<file path="config.mk">
export PLATFORM = sky130hd
export DESIGN_NAME = wbuf_bypass
export DESIGN_NICKNAME = d
export VERILOG_FILES = /design/src/rtl/wbuf_pkg.sv /design/src/rtl/wbuf_match.sv /design/src/rtl/wbuf_store.sv /design/src/rtl/wbuf_bypass.sv
export SDC_FILE = /design/constraint.sdc
export NUM_CORES = 1
export LEC_CHECK = 0
export BUFFER_PORTS_ARGS = -buffer_cell sky130_fd_sc_hd__buf_2
export CORE_UTILIZATION = 52
export DETAILED_ROUTE_END_ITERATION = 7
export GPL_TIMING_DRIVEN = 0
export PLACE_DENSITY = 0.74
export SKIP_LAST_GASP = 1
export SYNTH_ARGS = -nofsm -noshare
export SYNTH_HDL_FRONTEND = slang
export SYNTH_HIERARCHICAL = 1
export SYNTH_SLANG_ARGS = --single-unit
</file>
<file path="constraint.sdc">
create_clock -name clk_i -period 6.9 [get_ports clk_i]
set_input_delay 0.69 -clock clk_i [delete_from_list [all_inputs] [get_ports clk_i]]
set_output_delay 0.69 -clock clk_i [all_outputs]
set_load 0.02 [all_outputs]
</file>
<file path="src/rtl/wbuf_pkg.sv">
package wbuf_pkg;
  typedef enum logic {
    RD_IDLE = 1'b0,
    RD_WAIT = 1'b1
  } rd_state_e;
endpackage

</file>
<file path="src/rtl/wbuf_match.sv">
module wbuf_match #(
  parameter int DEPTH  = 4,
  parameter int ADDR_W = 32
) (
  input  logic [DEPTH-1:0]             vld_i,
  input  logic [DEPTH-1:0]             excl_i,
  input  logic [DEPTH-1:0][ADDR_W-1:0] addr_i,
  input  logic [ADDR_W-1:0]            key_i,
  output logic                         hit_o,
  output logic [$clog2(DEPTH)-1:0]     idx_o
);
  localparam int IDX_W = $clog2(DEPTH);

  logic [DEPTH-1:0] eq;

  for (genvar g = 0; g < DEPTH; g++) begin : g_cmp
    assign eq[g] = vld_i[g] & ~excl_i[g] & (addr_i[g] == key_i);
  end

  // merging keeps addresses unique, so at most one bit is set
  always_comb begin
    idx_o = '0;
    for (int i = 0; i < DEPTH; i++) begin
      if (eq[i]) idx_o = IDX_W'(i);
    end
  end

  assign hit_o = |eq;
endmodule

</file>
<file path="src/rtl/wbuf_store.sv">
module wbuf_store #(
  parameter int DEPTH  = 4,
  parameter int ADDR_W = 32,
  parameter int DATA_W = 32
) (
  input  logic                             clk_i,
  input  logic                             rst_ni,
  input  logic                             push_i,
  input  logic [ADDR_W-1:0]                push_addr_i,
  input  logic [DATA_W-1:0]                push_data_i,
  input  logic                             merge_i,
  input  logic [$clog2(DEPTH)-1:0]         merge_idx_i,
  input  logic [DATA_W-1:0]                merge_data_i,
  input  logic                             pop_i,
  output logic [DEPTH-1:0]                 vld_o,
  output logic [DEPTH-1:0][ADDR_W-1:0]     addr_o,
  output logic [DEPTH-1:0][DATA_W-1:0]     data_o,
  output logic [$clog2(DEPTH)-1:0]         head_idx_o,
  output logic [$clog2(DEPTH):0]           cnt_o
);
  localparam int PTR_W = $clog2(DEPTH);
  localparam int CNT_W = PTR_W + 1;

  logic [PTR_W-1:0]               head_q, tail_q;
  logic [CNT_W-1:0]               cnt_q;
  logic [DEPTH-1:0][ADDR_W-1:0]   addr_q;
  logic [DEPTH-1:0][DATA_W-1:0]   data_q;

  // DEPTH must be a power of two: pointers wrap by overflow
  always_ff @(posedge clk_i or negedge rst_ni) begin
    if (!rst_ni) begin
      head_q <= '0;
      tail_q <= '0;
      cnt_q  <= '0;
    end else begin
      head_q <= head_q + PTR_W'(pop_i);
      tail_q <= tail_q + PTR_W'(push_i);
      cnt_q  <= cnt_q + CNT_W'(push_i) - CNT_W'(pop_i);
    end
  end

  always_ff @(posedge clk_i) begin
    if (push_i) begin
      addr_q[tail_q] <= push_addr_i;
      data_q[tail_q] <= push_data_i;
    end
    if (merge_i) data_q[merge_idx_i] <= merge_data_i;
  end

  for (genvar g = 0; g < DEPTH; g++) begin : g_vld
    logic [PTR_W-1:0] off;
    assign off      = PTR_W'(g) - head_q;
    assign vld_o[g] = CNT_W'(off) < cnt_q;
  end

  assign addr_o     = addr_q;
  assign data_o     = data_q;
  assign head_idx_o = head_q;
  assign cnt_o      = cnt_q;
endmodule

</file>
<file path="src/rtl/wbuf_bypass.sv">
module wbuf_bypass #(
  parameter int DEPTH  = 4,
  parameter int ADDR_W = 32,
  parameter int DATA_W = 32
) (
  input  logic              clk_i,
  input  logic              rst_ni,
  input  logic              wr_valid_i,
  input  logic [ADDR_W-1:0] wr_addr_i,
  input  logic [DATA_W-1:0] wr_data_i,
  output logic              wr_full_o,
  input  logic              rd_valid_i,
  input  logic [ADDR_W-1:0] rd_addr_i,
  output logic              rd_done_o,
  output logic [DATA_W-1:0] rd_data_o,
  output logic              mem_req_o,
  output logic              mem_we_o,
  output logic [ADDR_W-1:0] mem_addr_o,
  output logic [DATA_W-1:0] mem_wdata_o,
  input  logic              mem_ready_i,
  input  logic              mem_rvalid_i,
  input  logic [DATA_W-1:0] mem_rdata_i
);
  import wbuf_pkg::*;

  localparam int PTR_W = $clog2(DEPTH);
  localparam int CNT_W = PTR_W + 1;

  rd_state_e rd_state_q, rd_state_d;

  logic [DEPTH-1:0]             vld;
  logic [DEPTH-1:0][ADDR_W-1:0] addrs;
  logic [DEPTH-1:0][DATA_W-1:0] datas;
  logic [PTR_W-1:0]             head_idx, rd_idx, wm_idx;
  logic [CNT_W-1:0]             cnt;
  logic                         rd_hit, wm_hit;
  logic                         rd_wait, rd_pend, rd_fwd, rd_miss;
  logic                         drain, wr_acc;
  logic [DEPTH-1:0]             wr_excl;

  assign rd_wait = (rd_state_q == RD_WAIT);
  assign rd_pend = rd_valid_i | rd_wait;
  assign rd_fwd  = rd_valid_i & ~rd_wait & rd_hit;
  assign rd_miss = rd_valid_i & ~rd_wait & ~rd_hit;

  assign wr_full_o = (cnt == CNT_W'(DEPTH));
  assign wr_acc    = wr_valid_i & ~wr_full_o;

  assign mem_we_o    = ~rd_pend & (cnt != '0);
  assign mem_req_o   = rd_miss | mem_we_o;
  assign mem_addr_o  = rd_miss ? rd_addr_i : addrs[head_idx];
  assign mem_wdata_o = datas[head_idx];
  assign drain       = mem_we_o & mem_ready_i;

  // an entry leaving this cycle cannot absorb a merge
  assign wr_excl = drain ? (DEPTH'(1) << head_idx) : '0;

  assign rd_done_o = rd_fwd | (rd_wait & mem_rvalid_i);
  assign rd_data_o = rd_fwd ? datas[rd_idx] : mem_rdata_i;

  wbuf_match #(.DEPTH(DEPTH), .ADDR_W(ADDR_W)) u_rd_match (
    .vld_i  (vld),
    .excl_i ('0),
    .addr_i (addrs),
    .key_i  (rd_addr_i),
    .hit_o  (rd_hit),
    .idx_o  (rd_idx)
  );

  wbuf_match #(.DEPTH(DEPTH), .ADDR_W(ADDR_W)) u_wr_match (
    .vld_i  (vld),
    .excl_i (wr_excl),
    .addr_i (addrs),
    .key_i  (wr_addr_i),
    .hit_o  (wm_hit),
    .idx_o  (wm_idx)
  );

  wbuf_store #(.DEPTH(DEPTH), .ADDR_W(ADDR_W), .DATA_W(DATA_W)) u_store (
    .clk_i        (clk_i),
    .rst_ni       (rst_ni),
    .push_i       (wr_acc & ~wm_hit),
    .push_addr_i  (wr_addr_i),
    .push_data_i  (wr_data_i),
    .merge_i      (wr_acc & wm_hit),
    .merge_idx_i  (wm_idx),
    .merge_data_i (wr_data_i),
    .pop_i        (drain),
    .vld_o        (vld),
    .addr_o       (addrs),
    .data_o       (datas),
    .head_idx_o   (head_idx),
    .cnt_o        (cnt)
  );

  always_comb begin
    rd_state_d = rd_state_q;
    unique case (rd_state_q)
      RD_IDLE: if (rd_miss && mem_ready_i) rd_state_d = RD_WAIT;
      RD_WAIT: if (mem_rvalid_i) rd_state_d = RD_IDLE;
      default: rd_state_d = RD_IDLE;
    endcase
  end

  always_ff @(posedge clk_i or negedge rst_ni) begin
    if (!rst_ni) rd_state_q <= RD_IDLE;
    else         rd_state_q <= rd_state_d;
  end
endmodule

</file>
Yosys cells after proc, flatten, opt, wreduce, memory -nomap -nowiden --
Cells that the tools add are included.
Cells by class: add/sub/neg operators 8, multipliers 0, divide/modulo/power cells 0, order comparisons 10, eq/ne operators 9, shift-type cells 1, muxes and demuxes 27, bitwise logic cells 33, reductions and logical operators 6
Operator list (number):
- 128-bit bitwise mux | 3
- 32-bit == test | 8
- 128-bit two-way mux | 2
- 32-bit two-way mux | 7
- 32-bit binary-select mux with 2-bit select | 3
- 32-bit demux with 2-bit select | 2
- 1-bit AND | 21
- 2-bit by 3-bit < comparator with 1-bit output | 4
- 2-bit by 3-bit < comparator with 1-bit output (second input constant) | 4
- 1-bit inverter | 9
- 2-bit two-way mux | 4
- 4-bit OR reduction | 2
- 2-bit by 1-bit adder with 2-bit output | 2
- 2-bit by 1-bit greater-or-equal comparator with 1-bit output (second input constant) | 2
- 1-bit two-way mux | 4
- 4-bit two-way mux | 1
- 1-bit by 2-bit << shifter with 4-bit output (first input constant) | 1
- 1-bit by 2-bit subtractor with 2-bit output (first input constant) | 2
- 2-bit subtractor (first input constant) | 2
- 3-bit by 1-bit adder with 3-bit output | 1
- 3-bit == test (second input constant) | 1
- 1-bit logical AND | 3
- 1-bit bitwise OR | 3
- 3-bit nonzero test | 1
- 2 further kinds | 2
Word-level totals: bits in registers 264, latch bits 0, memory bits (writable) 0, ROM bits 0, input bits 134, output and inout port bits 100, logic and storage cells 106, memories kept 0

Longest topological paths before layout --
depth in word-level cells 17, depth in mapped cells 16, depth with buffers taken out 15

Cells and area by module --
The synthesis kept the hierarchy.
By module, submodules not included:
- wbuf_store | times used 1, cells each 870, area an instance 9376.5 um^2, sequential area each 6581.3 um^2
- wbuf_bypass | times used 1, cells each 212, area an instance 3269.4 um^2, sequential area each 25.0 um^2
- wbuf_match | times used 2, cells each 195, area an instance 1625.3 um^2, sequential area each 0.0 um^2

Worst setup path before layout --
No wires, ideal clock.
kind input -> register, from in rd_valid_i, to reg u_store.addr_q (netlist bit u_store/addr_o[100]) (enable), library setup time 0.377 ns, arrival time 3.143 ns, required time 6.523 ns, path slack 3.380 ns, stages on the path 11, path buffers 1, path through or4b_2 -> inv_1 -> and3_1 -> nand3b_1 -> nor4_1 -> nand3_1 -> o2111ai_1 -> nor2_1 -> nand3_1 -> inv_2 -> buf_2
Between the ends: word-level cells in the longest chain between the ends 11, elaborated cells between the ends (all ways) 20, classes of those cells 1 x mux; 18 x bitwise; 1 x reduce/logical
RTL lines:
- start, declared | RTL line wbuf_bypass.sv:12 | input logic rd_valid_i,
- 1-bit bitwise OR | RTL line wbuf_bypass.sv:42 | assign rd_pend = rd_valid_i | rd_wait;
- 1-bit inverter | RTL line wbuf_bypass.sv:49 | assign mem_we_o = ~rd_pend & (cnt != '0);
- 1-bit AND | RTL line wbuf_bypass.sv:49
- 1-bit AND | RTL line wbuf_bypass.sv:53 | assign drain = mem_we_o & mem_ready_i;
- via drain | RTL line wbuf_bypass.sv:38 | logic drain, wr_acc;
- 4-bit two-way mux | RTL line wbuf_bypass.sv:56 | assign wr_excl = drain ? (DEPTH'(1) << head_idx) : '0;
- via wr_excl[3] | RTL line wbuf_bypass.sv:39 | logic [DEPTH-1:0] wr_excl;
- 1-bit inverter | RTL line wbuf_match.sv:17 | assign eq[g] = vld_i[g] & ~excl_i[g] & (addr_i[g] == key_i);
- 1-bit AND (2 in series) | RTL line wbuf_match.sv:17
- 4-bit OR reduction | RTL line wbuf_match.sv:28 | assign hit_o = |eq;
- via wm_hit | RTL line wbuf_bypass.sv:36 | logic rd_hit, wm_hit;
- 1-bit inverter | RTL line wbuf_bypass.sv:82 | .push_i (wr_acc & ~wm_hit),
- 1-bit AND | RTL line wbuf_bypass.sv:82
- end signal, assigned by index | RTL line wbuf_store.sv:44 | addr_q[tail_q] <= push_addr_i;
- end, declared | RTL line wbuf_store.sv:26 | logic [DEPTH-1:0][ADDR_W-1:0] addr_q;
The timed path passes the listed nets, and every way through them passes these cells. A chain may end at the register's enable or synchronous reset.

Worst setup path in the final report --
from reg u_store.head_q[0], in the netlist u_store/head_idx_o[0], to out rd_data_o[25]
Between the ends: elaborated cells between the ends (all ways) 20, classes of those cells 4 x add/sub; 4 x order compare; 6 x mux; 5 x bitwise; 1 x reduce/logical
RTL lines:
- start, declared | RTL line wbuf_store.sv:24 | logic [PTR_W-1:0] head_q, tail_q;
- start signal, assigned | RTL line wbuf_store.sv:36 | head_q <= head_q + PTR_W'(pop_i);
- 2-bit subtractor | RTL line wbuf_store.sv:52 | assign off = PTR_W'(g) - head_q;
- 2-bit by 3-bit < comparator with 1-bit output | RTL line wbuf_store.sv:53 | assign vld_o[g] = CNT_W'(off) < cnt_q;
- via vld[2] | RTL line wbuf_bypass.sv:31 | logic [DEPTH-1:0] vld;
- 1-bit AND | RTL line wbuf_match.sv:17
- 2-bit two-way mux (2 in series) | RTL line wbuf_match.sv:24 | if (eq[i]) idx_o = IDX_W'(i);
- via rd_idx[1] | RTL line wbuf_bypass.sv:34 | logic [PTR_W-1:0] head_idx, rd_idx, wm_idx;
- 32-bit binary-select mux with 2-bit select | RTL line wbuf_bypass.sv:59 | assign rd_data_o = rd_fwd ? datas[rd_idx] : mem_rdata_i;
- 32-bit two-way mux (not written as such) | RTL line wbuf_bypass.sv:59
- 32-bit two-way mux | RTL line wbuf_bypass.sv:59
- end, declared | RTL line wbuf_bypass.sv:15 | output logic [DATA_W-1:0] rd_data_o,
The timed path passes the listed nets, and every way through them passes these cells. The select of a mux whose other input is x is not followed.

==> metrics.txt <==
startpoint type of the worst setup path=flop; Final Hold Viols=0; worst path required time=6.21 ns; max-slew violations=0; total grt overflow=0; TritonCTS sink count=264; area of the mapped netlist=15,900 um2; pre-CTS setup slack=1.924 ns; sequential fraction of the synthesis area=41.56%; CTS clk-pin slew, worst paths=0.06 ns; Setup violations, final=0; Vias=13,090; Slew @ Worst Pin=1.275 ns; Die Footprint=31,270 um2; leakage=7.014 nW; # nets final=1,883; routed length per instance=23.60 um; GRT Overall Usage=32.52%; vias in the first global route=12,680; share of cells above drive strength 1=30.46%; yosys warns=6; Avg Cell Area, Syn=10.80 um2; Initial DRC Count=1,601; critical path class=reg -> out; crit path cell chain=xor2_1 > inv_1 > ha_1 > a21oi_1 > or2_2 > nand3b_1 > nor4_1 > nand3_1 > nand2_1 > buf_1 > mux4_2 > mux2_2 > buf_2; P&R area growth vs syn=16.80%; Post-synth EDFFs=128; FMAX=0.2010 GHz; Post-CTS Resized=0; Worst path top cell family by delay=simple AND/OR/NAND/NOR gates; Gate Count Post-Synth=1,472; Die Height=176.8 um; Worst R2R Start=u_store/head_idx_o[1]; fin cells=2,156; via-per-instance ratio=6.072; Yosys cell types=44; PnR worst setup slack=1.924 ns; Buf/Inv on CP=3; deepest clock path buffer count=3; Placer Congestion=0.9931; flops & latches, synth=264; Fillers=2,402; antenna violations before repair=3; status=complete, no violations; Max FO, Critical Path=10; port buffer count=233; largest net degree at the start of global routing=42; asr flop ratio synth=3.030%; CP peak stage delay=0.59 ns; Crit-path slowest cell=buf_1; H-Tree Depth=1; max_slew headroom=15.03%; Critical Path AT=4.29 ns; crit path from=u_store/head_idx_o[0]; Setup TNS Final=0 ns; IO Count=234; CTS buffer count=29; CTS tree=built; CTS Root Cell=clkbuf_16; VDD IR-drop max=0.2722 mV; Hold Crit Start=mem_rvalid_i; Finished Cell Area=18,570 um2; Top FF cell, synth=edfxtp_1; period utilisation layout=72.12%; Critical Path End Type=output pin; Initial DRT Pass Iterations=7; cell area power density=407.8 nW/um2; Placed Cells=2,098; HPWL after DPL=37,170 um; RSZ-0062 raised after global routing=no; clk_skew=0.01186 ns; final WL=50,870 um; starting density of the core=53.21%; row count=63; Residual DRC=0; Post-Place Cell Area=17,560 um2; first-pass GRT wire length=76,110 um; ANT nets after route=0; chip width=176.8 um; worst skew pair latency=0.56 ns; Final min period=4.976 ns; Core Footprint=29,870 um2; HP Class=in -> reg; # Max-Cap Violations=0
==> per-layer routing <==
| layer | global-route usage (%) | part of all wire, % |
|---|---|---|
| met5 | 0 | 0.026 |
| met4 | 10.56 | 3.6 |
| met3 | 5.455 | 9.9 |
| met2 | 54.56 | 48 |
| met1 | 42.79 | 38 |
==> layout make-up <==
class	count	area [um2]	area share (%)
Antenna cell	3	7.507	0.04043
Clock inverter	21	226.5	1.220
Inverter	14	53.80	0.2898
Timing Repair Buffer	234	1176	6.335
Sequential cell	264	6606	35.58
Clock buffer	33	760.7	4.097
Tap cell	390	488.0	2.628
Multi-Input combinational cell	1084	8507	45.82
Buffer	113	740.7	3.989
==> layout by cell type (no fill, tap or decap), types with 4 or more instances in the layout <==
cell         n
buf_2      263
nand2_1    263
xnor2_1    214
nor2_1     129
a31oi_1    128
edfxtp_1   128
dfxtp_1    128
mux4_2      96
mux2_2      64
nand4_1     54
xor2_1      39
clkbuf_1    35
clkbuf_16   29
buf_6       27
nor4_1      14
nand3_1     11
buf_1       10
inv_1       10
clkinv_2    10
nand3b_1    10
nor3_1       9
dfrtp_1      8
xnor2_2      8
ha_1         8
buf_4        6
or2_2        4
and3_1       4
bufinv_16    4
clkbuf_2     4
conb_1       4
nor4_2       4
a21oi_1      4
==> path summary, 6_finish.rpt <==
check	cells past startpoint	slack, ns	to
worst max-delay path	13	1.92	rd_data_o[25]
worst min-delay path	2	0.33	rd_state_q
worst max register to register	12	2.11	u_store/addr_o[112]
worst min register to register	2	0.48	u_store/data_o[74]
max in group asynchronous	2	6.19	u_store/cnt_o[0]
min in group asynchronous	2	0.52	u_store/cnt_o[1]
==> cells in the mapped netlist, drive strengths merged (13+ instances only) <==
| library cell | instances | share of area, % |
|---|---|---|
| a31oi | 128 | 5.0 |
| buf | 76 | 3.8 |
| clkbuf | 37 | 0.91 |
| dfxtp | 128 | 16 |
| edfxtp | 128 | 24 |
| inv | 13 | 0.31 |
| mux2 | 64 | 4.5 |
| mux4 | 96 | 14 |
| nand2 | 263 | 6.2 |
| nand4 | 54 | 2.1 |
| nor2 | 129 | 3.0 |
| nor4 | 18 | 0.87 |
| xnor2 | 222 | 13 |
| xor2 | 39 | 2.1 |
==> registers in the layout, summed over array words and instances, names as in the netlist <==
| name | count |
|---|---|
| u_store/addr_o | 128 |
| u_store/tail_q | 2 |
| rd_state_q | 1 |
| u_store/cnt_o | 3 |
| u_store/head_idx_o | 2 |
| u_store/data_o | 128 |
==> cells by family after synthesis <==
family	after synthesis	share of synthesized area (%)
flops	264	41.56
simple gates	512	14.29
xor+xnor	261	14.76
compound gates	138	5.478
other cells	1	0.02359
buf+inv	127	4.998
mux	160	18.13
fa+ha+maj	9	0.7556
==> timing repair <==
action / 4_1_cts / 5_1_grt
hold buffers: 1 / 0
endpoints found under the hold margin: 8 / 0
buffers inserted: 0 / 0
==> through the flow <==
step	power, mW	util (%)	hold WS [ns]
3_5_place_dp	5.925	58.78	0.4702
5_1_grt	7.903	62.12	0.3375
2_1_floorplan	4.849	-	0.3944
4_1_cts	7.548	62.12	0.3054
3_3_place_gp	5.826	58.78	0.4561
6_report	7.572	62.15	0.3251
==> power breakdown <==
group | switching [mW] | internal (mW)
Clock | 0.670 | 0.945
Combinational | 1.84 | 1.48
Sequential | 0.427 | 2.22
==> worst register-to-register path, cell delays in order, from the launching register on <==
cell,delay (ns)
dfrtp_1,0.44
clkbuf_1,0.24
buf_2,0.35
buf_2,0.37
nor3b_1,0.21
nand3b_1,0.21
nor4_1,0.08
nand3_1,0.14
o2111ai_1,0.21
nor2_1,0.49
nand3_1,0.41
inv_2,0.22
buf_2,0.97
Note: power is estimated with default switching activity, not from simulation.
